<file path="config.mk">
export PLATFORM = sky130hd
export DESIGN_NAME = tstamp_capture
export DESIGN_NICKNAME = d
export VERILOG_FILES = /design/src/rtl/cap_pkg.sv /design/src/rtl/cap_edge.sv /design/src/rtl/cap_timebase.sv /design/src/rtl/cap_fifo.sv /design/src/rtl/tstamp_capture.sv
export SDC_FILE = /design/constraint.sdc
export NUM_CORES = 1
export LEC_CHECK = 0
export BUFFER_PORTS_ARGS = -buffer_cell sky130_fd_sc_hd__buf_2
export CELL_PAD_IN_SITES_DETAIL_PLACEMENT = 1
export CELL_PAD_IN_SITES_GLOBAL_PLACEMENT = 2
export CORE_MARGIN = 2
export CORE_UTILIZATION = 37
export CTS_CLUSTER_DIAMETER = 50
export DETAILED_ROUTE_END_ITERATION = 6
export PLACE_DENSITY_LB_ADDON = 0.1
export RECOVER_POWER = 100
export SLEW_MARGIN = 20
export SYNTH_ARGS = -nofsm -noshare
export SYNTH_HDL_FRONTEND = slang
export SYNTH_HIERARCHICAL = 1
export SYNTH_SLANG_ARGS = --single-unit
</file>
<file path="constraint.sdc">
create_clock -name clk -period 4.82 [get_ports clk]
set_input_delay 0.964 -clock clk [delete_from_list [all_inputs] [get_ports clk]]
set_output_delay 0.964 -clock clk [all_outputs]
set_load 0.01 [all_outputs]
</file>
<file path="src/rtl/cap_pkg.sv">
package cap_pkg;
  localparam int TICK_N = 5;

  localparam logic [2:0] EM_OFF    = 3'd0;
  localparam logic [2:0] EM_ANY    = 3'd1;
  localparam logic [2:0] EM_RISE   = 3'd2;
  localparam logic [2:0] EM_FALL   = 3'd3;
  localparam logic [2:0] EM_RISE4  = 3'd4;
  localparam logic [2:0] EM_RISE16 = 3'd5;

  // channel is live only for the five defined edge codes
  function automatic logic mode_active(logic [2:0] m);
    return (m >= EM_ANY) && (m <= EM_RISE16);
  endfunction

  // last prescaler state before a capture; 0 means no prescaling
  function automatic logic [3:0] prescale_last(logic [2:0] m);
    if (m == EM_RISE4)  return 4'd3;
    if (m == EM_RISE16) return 4'd15;
    return 4'd0;
  endfunction

  function automatic logic tick_pick(logic [2:0] sel, logic [TICK_N-1:0] ticks);
    if (int'(sel) < TICK_N) return ticks[sel];
    return 1'b1;
  endfunction

  function automatic logic [2:0] irq_level(logic [1:0] thr);
    return {1'b0, thr} + 3'd1;
  endfunction
endpackage

</file>
<file path="src/rtl/cap_edge.sv">
module cap_edge
  import cap_pkg::*;
(
  input  logic       clk,
  input  logic       rst_n,
  input  logic       pin,
  input  logic [2:0] mode,
  output logic       cap_evt
);
  logic       pin_q;
  logic [3:0] pre_q;
  logic       rise, fall, divided;
  logic [3:0] last;

  assign rise    = pin & ~pin_q;
  assign fall    = ~pin & pin_q;
  assign last    = prescale_last(mode);
  assign divided = (last != 4'd0);

  always_comb begin
    case (mode)
      EM_ANY:             cap_evt = rise | fall;
      EM_RISE:            cap_evt = rise;
      EM_FALL:            cap_evt = fall;
      EM_RISE4, EM_RISE16: cap_evt = rise && (pre_q == last);
      default:            cap_evt = 1'b0;
    endcase
  end

  always_ff @(posedge clk) begin
    if (!rst_n) begin
      pin_q <= 1'b0;
      pre_q <= '0;
    end else begin
      pin_q <= pin;
      if (!divided)  pre_q <= '0;
      else if (rise) pre_q <= (pre_q == last) ? 4'd0 : pre_q + 4'd1;
    end
  end
endmodule

</file>
<file path="src/rtl/cap_timebase.sv">
module cap_timebase #(
  parameter int CNT_W = 16
) (
  input  logic             clk,
  input  logic             rst_n,
  input  logic             enable,
  input  logic             upper,
  input  logic             trig_mode,
  input  logic             tick,
  input  logic             evt,
  input  logic             status_clr,
  input  logic             lnk_clr_in,
  input  logic             lnk_wrap_in,
  output logic [CNT_W-1:0] cnt,
  output logic             trig_status,
  output logic             clr_out,
  output logic             wrap_out
);
  logic [CNT_W-1:0] cnt_q;
  logic             stat_q;
  logic             eff_tick, trig_hit, held, sync_hit, clr;

  assign eff_tick = upper ? lnk_wrap_in : tick;
  assign trig_hit = !upper && trig_mode && !stat_q && evt && !status_clr;
  assign held     = !upper && trig_mode && (!stat_q || status_clr);
  assign sync_hit = !upper && !trig_mode && evt;
  assign clr      = !enable || held || sync_hit || (upper && lnk_clr_in);

  assign wrap_out    = !clr && eff_tick && (&cnt_q);
  assign clr_out     = clr;
  assign cnt         = cnt_q;
  assign trig_status = stat_q;

  always_ff @(posedge clk) begin
    if (!rst_n) begin
      cnt_q  <= '0;
      stat_q <= 1'b0;
    end else begin
      if (clr)           cnt_q <= '0;
      else if (eff_tick) cnt_q <= cnt_q + 1'b1;
      if (!enable || upper || !trig_mode) stat_q <= 1'b0;
      else if (status_clr)                stat_q <= 1'b0;
      else if (trig_hit)                  stat_q <= 1'b1;
    end
  end
endmodule

</file>
<file path="src/rtl/cap_fifo.sv">
module cap_fifo #(
  parameter int W     = 16,
  parameter int DEPTH = 4,
  localparam int AW   = (DEPTH > 1) ? $clog2(DEPTH) : 1,
  localparam int LW   = $clog2(DEPTH + 1)
) (
  input  logic          clk,
  input  logic          rst_n,
  input  logic          flush,
  input  logic          push,
  input  logic          pop,
  input  logic [W-1:0]  din,
  output logic [W-1:0]  head,
  output logic [LW-1:0] level,
  output logic [LW-1:0] level_next,
  output logic          full,
  output logic          stored,
  output logic          ovf
);
  logic [W-1:0]  mem [DEPTH];
  logic [AW-1:0] rd_q, wr_q;
  logic [LW-1:0] lvl_q;
  logic          ovf_q, do_push, do_pop;

  function automatic logic [AW-1:0] bump(logic [AW-1:0] p);
    return (p == AW'(DEPTH - 1)) ? '0 : p + 1'b1;
  endfunction

  assign full    = (lvl_q == LW'(DEPTH));
  assign do_push = push && !full;
  assign do_pop  = pop && (lvl_q != '0);
  assign stored  = do_push;
  assign level_next = lvl_q + LW'(do_push) - LW'(do_pop);
  assign head  = mem[rd_q];
  assign level = lvl_q;
  assign ovf   = ovf_q;

  always_ff @(posedge clk) begin
    if (!rst_n || flush) begin
      rd_q  <= '0;
      wr_q  <= '0;
      lvl_q <= '0;
      ovf_q <= 1'b0;
      for (int i = 0; i < DEPTH; i++) mem[i] <= '0;
    end else begin
      if (do_push) begin
        mem[wr_q] <= din;
        wr_q      <= bump(wr_q);
      end
      if (do_pop) rd_q <= bump(rd_q);
      lvl_q <= level_next;
      if (push && full) ovf_q <= 1'b1;
    end
  end
endmodule

</file>
<file path="src/rtl/tstamp_capture.sv">
module tstamp_capture
  import cap_pkg::*;
#(
  parameter int CNT_W  = 16,
  parameter int DEPTH  = 4,
  parameter int N_SRC  = 32,
  localparam int SRC_W = $clog2(N_SRC),
  localparam int LW    = $clog2(DEPTH + 1)
) (
  input  logic              clk,
  input  logic              rst_n,
  input  logic              pin_in,
  input  logic [TICK_N-1:0] tick_src,
  input  logic [N_SRC-1:0]  evt_src,
  input  logic [2:0]        edge_mode,
  input  logic [2:0]        tbase_sel,
  input  logic              trig_mode,
  input  logic [SRC_W-1:0]  src_sel,
  input  logic [1:0]        irq_thresh,
  input  logic              status_clr,
  input  logic              cap_pop,
  input  logic              pair_upper,
  input  logic              lnk_clr_in,
  input  logic              lnk_wrap_in,
  input  logic              lnk_cap_in,
  output logic [CNT_W-1:0]  cap_data,
  output logic [LW-1:0]     cap_level,
  output logic              cap_overflow,
  output logic              irq,
  output logic              trig_status,
  output logic              lnk_clr_out,
  output logic              lnk_wrap_out,
  output logic              lnk_cap_out
);
  // named internal events, also observed by the checker
  logic             ch_enable, own_cap, cap_evt, sel_evt, tick_hit;
  logic             fifo_full, fifo_stored;
  logic [CNT_W-1:0] cnt_now;
  logic [LW-1:0]    level_next;
  logic             irq_q;

  assign ch_enable = mode_active(edge_mode);
  assign sel_evt   = evt_src[src_sel];
  assign tick_hit  = tick_pick(tbase_sel, tick_src);
  assign cap_evt   = ch_enable && (pair_upper ? lnk_cap_in : own_cap);
  assign lnk_cap_out = cap_evt;

  cap_edge u_edge (
    .clk(clk), .rst_n(rst_n), .pin(pin_in), .mode(edge_mode), .cap_evt(own_cap)
  );

  cap_timebase #(.CNT_W(CNT_W)) u_tb (
    .clk(clk), .rst_n(rst_n), .enable(ch_enable), .upper(pair_upper),
    .trig_mode(trig_mode), .tick(tick_hit), .evt(sel_evt),
    .status_clr(status_clr), .lnk_clr_in(lnk_clr_in), .lnk_wrap_in(lnk_wrap_in),
    .cnt(cnt_now), .trig_status(trig_status),
    .clr_out(lnk_clr_out), .wrap_out(lnk_wrap_out)
  );

  cap_fifo #(.W(CNT_W), .DEPTH(DEPTH)) u_fifo (
    .clk(clk), .rst_n(rst_n), .flush(!ch_enable), .push(cap_evt), .pop(cap_pop),
    .din(cnt_now), .head(cap_data), .level(cap_level), .level_next(level_next),
    .full(fifo_full), .stored(fifo_stored), .ovf(cap_overflow)
  );

  always_ff @(posedge clk) begin
    if (!rst_n) irq_q <= 1'b0;
    else        irq_q <= fifo_stored && (level_next == LW'(irq_level(irq_thresh)));
  end
  assign irq = irq_q;
endmodule

</file>
==> impl_metrics.csv, run 1 <==
group,metric,value,unit
yosys,yosysWarnings,6,
power,p_leak,2.33,nW
sta,maxClockFrequency,255,MHz
yosys,netlist.area_leader.share,39.0,%
placed_design,gp_routability_congestion,0.760,
yosys,number_of_flops_mapped_to_enable_cells_by_yosys,64,
yosys,netlist_area,4930,um2
setup_path,critical_path.most_common_cell,"sky130_fd_sc_hd__a22oi_1",
sta,worst_hold_slack,0.502,ns
setup_path,worstSetupStartpointType,"input port",
worst_hold_path,hold_path.class,"flop to flop",
yosys,synth_area_leaders,"sky130_fd_sc_hd__edfxtp_1 (39%), sky130_fd_sc_hd__dfxtp_1 (13%), sky130_fd_sc_hd__mux4_2 (7.8%)",
die,start_util,37.5,%
sta,final-hold-violation-count,0,
yosys,ys_ff_latch,97,
routing,drt-initial-drc-count,194,
setup_path,worstPathCellList,"buf_2 -> mux2i_1 -> a22oi_1 -> nand4b_1 -> a21oi_1 -> a311o_1 -> o21ba_1 -> a22oi_1 -> nand2_1 -> nor2_1 -> clkbuf_1",
cts,cts.repair_timing.setup_buffer_count,0,
cts,cts_root_buf,"sky130_fd_sc_hd__clkbuf_16",
setup_path,critical_path_buf_inv_count,2,
global_route,grt_remaining_overflow,0,
cts,number_of_buffers_created_by_cts,9,
sta,timing.slew.headroom,20.8,%
die,std_cell_rows,42,
yosys,most_frequent_cell_after_synthesis,"sky130_fd_sc_hd__edfxtp_1",
global_route,first_global_vias,3671,
yosys,ys.flop_type,"sky130_fd_sc_hd__edfxtp_1",
yosys,synth.yosys.seq_area_share,52.4,%
setup_path,worst_ep_arrival_time,2.95,ns
layout,antenna_cells,0,
run_status,run_status,"finished clean",
routing,routed_wire_length_per_instance,17.3,um
yosys,syn-mean-instance-area,12.1,um2
sta,tightestPinTransition,1.19,ns
placed_design,port_buffers,84,
cts,buffer_depth_of_the_longest_clock_path,2,
routing,routed_wirelength,11.6,mm
job,maxCapViolCount,0,
yosys,syn_inst,406,
routing,vias,3462,
setup_path,critical-path-max-stage-delay,0.36,ns
power,power.density_cell_area,347,nW/um2
global_route,grt_antenna_before_repair,0,
routing,post-route-drc-count,0,
sta,post-route-worst-setup-slack,0.902,ns
setup_path,critPathKind,"input port to primary output",
setup_path,cp_slowest_cell,"sky130_fd_sc_hd__buf_2",
cts,cts_resized,0,
global_route,grt_first_pass_wirelength,19.0,mm
die,floorplan.die_area,14300,um2
setup_path,worst-path-max-fanout,16,
cts,tritoncts_clock_tree,"yes",
die,ios,85,
sta,drv_slew,0,
yosys,syn_nets,476,
sta,final-setup-viol-count,0,
cts,cts.clk_slew.worst_paths,0.06,ns
die,chipHeight,119,um
yosys,synth_commonest_cells,"sky130_fd_sc_hd__edfxtp_1 (64), sky130_fd_sc_hd__and3_2 (35), sky130_fd_sc_hd__dfxtp_1 (33)",
power,power.ir.vdd_worst,0.174,mV
yosys,synth_cell_types,58,
sta,final.period_utilization,81.3,%
sta,skew,0.00609,ns
routing,route.detailed.vias_per_inst,5.16,
routing,detail-route-antenna-nets,0,
sta,rsz0062_at_grt,"false",
placed_design,place.detailed.hpwl,7.89,mm
global_route,grt_start_max_net_pins,65,
yosys,fraction_of_registers_with_async_set_reset,0,%
global_route,all_layer_global_routing_usage,17.3,%
sta,timing.final.crit_period,3.92,ns
sta,setup_tns,0,ns
die,die_width,119,um
die,area_inside_the_core_boundary,13100,um2
yosys,yosysTopAreaCell,"sky130_fd_sc_hd__edfxtp_1",
placed_design,post-place-ws,0.574,ns
cts,cts.sink_count,97,
setup_path,worst_setup_path_end_kind,"primary output",
layout,layout.filler_cells,1478,
layout,nNetsFinal,560,
layout,final_layout_size_suffix_gt1_share,27.3,%
setup_path,required,3.86,ns
cts,worstSkewPairLatency,0.34,ns
cts,ctsHtreeMaxLevel,3,
setup_path,critPathTopFamily,"compound AO/OA/AOI/OAI gates",
routing,detail_route.first_pass.iterations,4,
cts,holdBufCountCts,0,
layout,area_growth,16.3,%
-- placed cells by master (no fill, tap or decap), types with 2 or more instances in the layout --
cell type	Yosys	layout
sky130_fd_sc_hd__xnor2_1	9	9
sky130_fd_sc_hd__and3_1	16	16
sky130_fd_sc_hd__and3_2	35	35
sky130_fd_sc_hd__clkbuf_1	6	32
sky130_fd_sc_hd__buf_4	2	4
sky130_fd_sc_hd__edfxtp_1	64	64
sky130_fd_sc_hd__mux2i_1	18	18
sky130_fd_sc_hd__ha_1	9	9
sky130_fd_sc_hd__inv_1	11	11
sky130_fd_sc_hd__buf_2	2	56
sky130_fd_sc_hd__nand4_1	7	7
sky130_fd_sc_hd__o32ai_1	2	2
sky130_fd_sc_hd__nand2b_1	3	3
sky130_fd_sc_hd__nor3_1	5	5
sky130_fd_sc_hd__nor2b_1	4	4
sky130_fd_sc_hd__nor4_1	4	4
sky130_fd_sc_hd__nor2_1	24	24
sky130_fd_sc_hd__and2_0	0	5
sky130_fd_sc_hd__and2_1	20	15
sky130_fd_sc_hd__nand3_1	15	15
sky130_fd_sc_hd__a21oi_1	11	11
sky130_fd_sc_hd__nand2_1	24	24
sky130_fd_sc_hd__or3_1	5	5
sky130_fd_sc_hd__xor2_1	9	9
sky130_fd_sc_hd__clkinvlp_4	0	2
sky130_fd_sc_hd__o211ai_1	2	2
sky130_fd_sc_hd__clkbuf_16	0	9
sky130_fd_sc_hd__or4_1	2	2
sky130_fd_sc_hd__or2b_1	2	2
sky130_fd_sc_hd__dfxtp_1	33	33
sky130_fd_sc_hd__o21ai_0	6	6
sky130_fd_sc_hd__mux4_2	17	17
sky130_fd_sc_hd__a22oi_1	5	5
-- final timing paths --
| path | startpoint | end | slack (ns) | cells after the start |
|---|---|---|---|---|
| min reg2reg | u_fifo/rd_q[0] | flop | 0.50 | 2 |
| max reg2reg | u_edge/pin_q | irq | 1.33 | 16 |
| min | u_fifo/rd_q[0] | flop | 0.50 | 2 |
| max | src_sel[1] | lnk_wrap_out | 0.90 | 11 |
-- stage by stage --
step	util (%)	cell area (um2)	power (mW)	cells
floorplan	-	4930	1.24	406
global placement	42.0	5520	1.36	655
detailed placement	42.0	5520	1.37	655
CTS	44.0	5780	2.03	671
global route	43.6	5730	2.10	671
finish	43.6	5730	1.99	671
-- power breakdown --
part,switching [mW],internal (mW),total [mW],leakage [nW]
logic,0.207,0.158,0.364,1.24
clock network,0.307,0.350,0.657,0.124
registers,0.0293,0.940,0.969,0.961
-- worst min-delay path: stages, from the launching register on --
cell and delay (ns):
sky130_fd_sc_hd__dfxtp_1 0.32, sky130_fd_sc_hd__nand2_1 0.06, sky130_fd_sc_hd__a21oi_1 0.07
-- flip-flops by register name, indices dropped and copies added, names as in the netlist, named ones only --
signal,cells
irq,1
u_edge/pin_q,1
u_edge/pre_q,4
u_fifo/level,3
u_fifo/mem,64
u_fifo/ovf,1
u_fifo/rd_q,2
u_fifo/wr_q,2
u_tb/cnt,16
u_tb/trig_status,1
-- layer usage --
metal | up-vias | wire [um] | GRT usage [%]
li1 | 1694 | - | -
met1 | 1672 | 5150 | 22.1
met2 | 83 | 5730 | 29.6
met3 | 13 | 479 | 2.87
met4 | 0 | 231 | 6.84
met5 | - | 0 | 0
-- layout make-up --
type | count | area, um2 | share of cell area, %
Multi-Input combinational cell | 279 | 2190 | 38.2
Clock inverter | 5 | 32.5 | 0.568
Inverter | 12 | 45.0 | 0.786
Timing Repair Buffer | 91 | 428 | 7.47
Clock buffer | 11 | 233 | 4.06
Sequential cell | 97 | 2580 | 45.1
Tap cell | 176 | 220 | 3.84
-- logic make-up after synthesis --
logic type	synth area share, %
AO/OA/AOI/OAI	4.98
XOR/XNOR	3.20
adder cells (fa/ha/maj)	2.69
buffers and inverters	3.12
flip-flops	52.4
multiplexers	11.9
AND/OR/NAND/NOR	21.6
(Power assumes the default switching activity.)
==> run 2: changes to the inputs <==
CORE_UTILIZATION = 34   (was 37)
clock period = 3.45 ns   (was 4.82 ns; I/O delays follow)
==> impl_metrics.csv, run 2 (same netlist as run 1, synthesis figures left out) <==
group,metric,value,unit
layout,registers.top_by_ff_count,"u_fifo/mem",
layout,nNetsFinal,570,
global_route,grt_remaining_overflow,0,
die,start_util,35.1,%
setup_path,required,2.76,ns
setup_path,worstSetupStartpointType,"input port",
cts,cts_root_buf,"sky130_fd_sc_hd__clkbuf_16",
layout,antenna_cells,0,
power,p_sw_share,26.2,%
global_route,grt_start_max_net_pins,65,
job,maxCapViolCount,0,
cts,number_of_buffers_created_by_cts,9,
setup_path,cp_slowest_cell,"sky130_fd_sc_hd__a311o_1",
placed_design,port_buffers,84,
setup_path,worst-path-max-fanout,15,
power,seq_power_share,47.1,%
sta,maxClockFrequency,311,MHz
global_route,all_layer_global_routing_usage,16.2,%
layout,layout.filler_cells,1562,
setup_path,critical_path_buf_inv_count,2,
routing,routed_wirelength,12.1,mm
run_status,run_status,"finished clean",
sta,skew,0.00836,ns
setup_path,worst_ep_arrival_time,2.53,ns
routing,detail_route.first_pass.iterations,4,
sta,setup_tns,0,ns
setup_path,critical-path-max-stage-delay,0.36,ns
layout,area_growth,18.1,%
power,power.ir.vdd_worst,0.193,mV
sta,drv_slew,0,
power,intPower,2.12,mW
setup_path,worstPathCellList,"clkbuf_4 -> mux2i_1 -> a22oi_1 -> nand4b_1 -> a21oi_1 -> a311o_1 -> o21ba_1 -> a22oi_1 -> nand2_1 -> nor2_1 -> buf_2",
layout,largest_register_ffs,64,
routing,drt-initial-drc-count,175,
global_route,grt_first_pass_wirelength,19.6,mm
layout,final_layout_size_suffix_gt1_share,28.5,%
sta,timing.slew.headroom,37.6,%
routing,detail-route-antenna-nets,0,
layout,layout_common_cells,"sky130_fd_sc_hd__edfxtp_1 (64), sky130_fd_sc_hd__buf_2 (57), sky130_fd_sc_hd__and3_2 (35)",
die,floorplan.die_area,15500,um2
placed_design,post-place-ws,0.0357,ns
routing,post-route-drc-count,0,
sta,final-hold-violation-count,0,
layout,final-instance-count-excl-fill,685,
cts,cts.clk_slew.worst_paths,0.06,ns
layout,sequential_cell_area,2580,um2
power,power_switching,754,uW
power,power.density_cell_area,495,nW/um2
die,area_inside_the_core_boundary,14000,um2
placed_design,place.detailed.hpwl,8.35,mm
die,ios,85,
routing,vias,3508,
power,p_comb_share,18.1,%
global_route,grt_antenna_before_repair,0,
worst_hold_path,hold_path.class,"flop to flop",
cts,buffer_depth_of_the_longest_clock_path,2,
sta,rsz0062_at_grt,"false",
placed_design,dpl.cell_count,669,
global_route,first_global_vias,3715,
setup_path,critPathTopFamily,"compound AO/OA/AOI/OAI gates",
power,clk_pwr_share,34.8,%
layout,mostFrequentLayoutCell,"sky130_fd_sc_hd__edfxtp_1",
power,p_leak,2.39,nW
setup_path,critPathKind,"input port to primary output",
sta,final-setup-viol-count,0,
setup_path,worst_setup_path_end_kind,"primary output",
cts,ctsHtreeMaxLevel,3,
sta,post-route-worst-setup-slack,0.232,ns
placed_design,gp_routability_congestion,0.749,
setup_path,critical_path.most_common_cell,"sky130_fd_sc_hd__a22oi_1",
cts,holdBufCountCts,0,
die,die_width,124,um
sta,final.period_utilization,93.3,%
layout,footprint_of_the_multi_input_gates,2180,um2
sta,tightestPinTransition,0.935,ns
cts,worstSkewPairLatency,0.34,ns
layout,utilization,41.4,%
cts,tritoncts_clock_tree,"yes",
sta,timing.final.crit_period,3.22,ns
cts,cts.sink_count,97,
routing,route.detailed.vias_per_inst,5.12,
die,chipHeight,124,um
die,std_cell_rows,43,
routing,routed_wire_length_per_instance,17.7,um
run 2: cell types whose count changed in the layout (fill, tap and decap cells not counted), moves of 2 or more:
| cell | delta |
|---|---|
| sky130_fd_sc_hd__and2_0 | +3 |
| sky130_fd_sc_hd__and2_1 | -3 |
| sky130_fd_sc_hd__buf_4 | +3 |
| sky130_fd_sc_hd__clkbuf_2 | +3 |
| sky130_fd_sc_hd__clkbuf_1 | +2 |
| sky130_fd_sc_hd__clkbuf_4 | +2 |
| sky130_fd_sc_hd__clkinvlp_4 | -2 |
run 2: metal layers:
layer / GRT usage [%] / part of all wire, % / vias to the layer above / wire length [um]
met1: 20.0 / 45 / 1711 / 5470
li1: - / - / 1712 / -
met3: 3.82 / 4.2 / 9 / 510
met2: 28.3 / 50 / 76 / 6070
met5: 0 / 0 / - / 0
met4: 4.49 / 0.78 / 0 / 95
run 2: final timing paths:
kind	from	end	slack, ns	cells past startpoint
setup / recovery	src_sel[1]	lnk_wrap_out	0.23	11
hold / removal	u_fifo/rd_q[0]	flop	0.50	2
setup reg to reg	u_edge/pin_q	irq	0.56	17
hold reg to reg	u_fifo/rd_q[0]	flop	0.50	2
run 2: tightest hold or removal path, stage by stage (launching register included):
cell and delay, ns:
sky130_fd_sc_hd__dfxtp_1 0.32, sky130_fd_sc_hd__nand2_1 0.06, sky130_fd_sc_hd__a21oi_1 0.07
run 2: metrics by stage:
step,hold WS (ns),area (um2),power (mW)
finish,0.501,5820,2.88
global route,0.521,5820,3.03
CTS,0.503,5890,2.95
detailed placement,0.491,5600,1.94
global placement,0.458,5600,1.92
floorplan,0.463,4930,1.74
run 2: timing repair:
action,in CTS,in global routing
setup endpoints to repair,0,1
resized for setup,0,1
buffers inserted,0,0
hold endpoints to repair,0,0
run 2: cell type report:
cell class / count / area share [%]
flip-flops and latches: 97 / 44.4
inverters: 12 / 0.775
well taps: 180 / 3.87
clock buffers: 13 / 4.30
clock inverters: 3 / 0.753
repair buffers: 101 / 8.41
multi-input cells: 279 / 37.5
run 2: power groups by stage:
stage          Combinational, mW  Clock, mW  Sequential [mW]
2_1_floorplan              0.363          0             1.37
3_3_place_gp               0.546          0             1.38
3_5_place_dp               0.556          0             1.38
4_1_cts                    0.557       1.04             1.36
5_1_grt                    0.580       1.09             1.36
6_report                   0.521       1.00             1.36
==> run 3: changes to the inputs <==
PLACE_DENSITY = 0.79   (was not set)
PLACE_DENSITY_LB_ADDON = not set   (was 0.1)
==> impl_metrics.csv, run 3 (same netlist as run 1, synthesis figures left out) <==
group,metric,value,unit
setup_path,critPathKind,"input port to primary output",
global_route,grt_remaining_overflow,0,
power,power.ir.vdd_worst,0.203,mV
setup_path,worstSetupStartpointType,"input port",
global_route,grt_antenna_before_repair,0,
power,p_sw_share,28.2,%
global_route,grt.met3_usage,3.31,%
power,power.density_cell_area,489,nW/um2
die,die_width,124,um
sta,final.period_utilization,92.7,%
sta,rsz0062_at_grt,"false",
sta,tightestPinTransition,1.15,ns
global_route,gr-max-usage-layer,"met2",
global_route,all_layer_global_routing_usage,16.0,%
sta,timing.final.crit_period,3.20,ns
routing,post-route-drc-count,0,
cts,holdBufCountCts,0,
routing,route.detailed.vias_per_inst,5.20,
global_route,groute.layer.met2.usage,27.2,%
routing,vias,3555,
cts,buffer_depth_of_the_longest_clock_path,2,
die,std_cell_rows,43,
cts,cts.clk_slew.worst_paths,0.07,ns
layout,antenna_cells,0,
global_route,grt_start_max_net_pins,65,
cts,cts.repair_timing.setup_buffer_count,0,
power,power_switching,799,uW
setup_path,required,2.76,ns
layout,layout_common_cells,"sky130_fd_sc_hd__edfxtp_1 (64), sky130_fd_sc_hd__buf_2 (56), sky130_fd_sc_hd__and3_2 (35)",
die,area_inside_the_core_boundary,14000,um2
routing,detail-route-antenna-nets,0,
setup_path,worst_ep_arrival_time,2.51,ns
sta,skew,0.00782,ns
sta,final-setup-viol-count,0,
placed_design,gp_routability_congestion,0.700,
global_route,met1_usage,20.5,%
routing,routed_wire_length_per_instance,17.4,um
placed_design,place.detailed.hpwl,8.30,mm
global_route,first_global_vias,3825,
cts,worstSkewPairLatency,0.35,ns
routing,drt-initial-drc-count,208,
global_route,grt_first_pass_wirelength,19.7,mm
cts,ctsHtreeMaxLevel,3,
power,post-layout-total-power,2.84,mW
layout,largest_register_ffs,64,
die,start_util,35.1,%
layout,final_layout_size_suffix_gt1_share,28.6,%
cts,number_of_buffers_created_by_cts,9,
layout,registers.top_by_ff_count,"u_fifo/mem",
run_status,run_status,"finished clean",
power,p_leak,2.36,nW
sta,maxClockFrequency,313,MHz
cts,cts_root_buf,"sky130_fd_sc_hd__clkbuf_16",
sta,drv_slew,0,
layout,mostFrequentLayoutCell,"sky130_fd_sc_hd__edfxtp_1",
setup_path,reg2reg_setup_slack,0.49,ns
setup_path,worst_setup_path_end_kind,"primary output",
sta,setup_tns,0,ns
sta,timing.slew.headroom,23.4,%
power,clk_pwr_share,33.9,%
worst_hold_path,hold_path.class,"flop to flop",
setup_path,worst-path-max-fanout,8,
power,p_comb_share,18.4,%
layout,area_growth,17.8,%
cts,cts.sink_count,97,
layout,nNetsFinal,568,
power,intPower,2.04,mW
routing,detail_route.first_pass.iterations,4,
die,ios,85,
routing,routed_wirelength,11.9,mm
die,floorplan.die_area,15500,um2
job,maxCapViolCount,0,
die,chipHeight,124,um
sta,final-hold-violation-count,0,
placed_design,port_buffers,84,
sta,worst_hold_slack,0.489,ns
power,seq_power_share,47.7,%
cts,tritoncts_clock_tree,"yes",
layout,utilization,41.3,%
==> run 3: final cells by class <==
cell class | count | area (um2)
tap | 180 | 225
timing repair buffer | 99 | 478
fill | 1540 | 8240
clock buffer | 10 | 229
sequential | 97 | 2580
multi-input combinational | 279 | 2190
inverter | 12 | 45.0
clock inverter | 6 | 50.0
==> run 3: critical path, stage by stage <==
cell,delay (ns)
sky130_fd_sc_hd__buf_4,0.16
sky130_fd_sc_hd__buf_6,0.15
sky130_fd_sc_hd__mux2i_1,0.20
sky130_fd_sc_hd__a22oi_1,0.11
sky130_fd_sc_hd__nand3_1,0.09
sky130_fd_sc_hd__nand2_1,0.06
sky130_fd_sc_hd__a311o_1,0.31
sky130_fd_sc_hd__o21ba_1,0.21
sky130_fd_sc_hd__a22oi_1,0.16
sky130_fd_sc_hd__nand2_1,0.10
sky130_fd_sc_hd__nor2_1,0.12
sky130_fd_sc_hd__buf_2,0.14
==> run 3: stage by stage <==
stage,worst slack [ns],area [um2],cells
global route,0.0121,5800,683
detailed placement,0.0270,5580,667
CTS,0.107,5860,683
finish,0.253,5800,683
global placement,0.111,5580,667
floorplan,0.0973,4930,406
==> run 3: power by group through the flow <==
| stage | clock network (mW) | registers (mW) | logic (mW) |
|---|---|---|---|
| global route | 1.03 | 1.36 | 0.580 |
| detailed placement | 0 | 1.38 | 0.551 |
| CTS | 0.988 | 1.35 | 0.551 |
| global placement | 0 | 1.37 | 0.529 |
| floorplan | 0 | 1.37 | 0.363 |
| finish | 0.960 | 1.35 | 0.522 |
==> run 3: worst paths after layout <==
path,endpoint,from,cells after the start
hold reg to reg,u_fifo/ovf,u_fifo/ovf,2
setup reg to reg,irq,u_edge/pin_q,16
hold / removal,u_fifo/ovf,u_fifo/ovf,2
setup / recovery,lnk_wrap_out,src_sel[1],12
==> run 3: repair_timing <==
action | in CTS | in global routing
hold endpoints to repair | 0 | 0
endpoints found under the setup margin | 0 | 1
gates resized for setup | 0 | 3
==> run 3: routing by layer <==
layer,share of wire [%],vias up
met4,1.3,0
met1,46,1768
li1,-,1708
met2,48,70
met5,0,-
met3,4.3,9
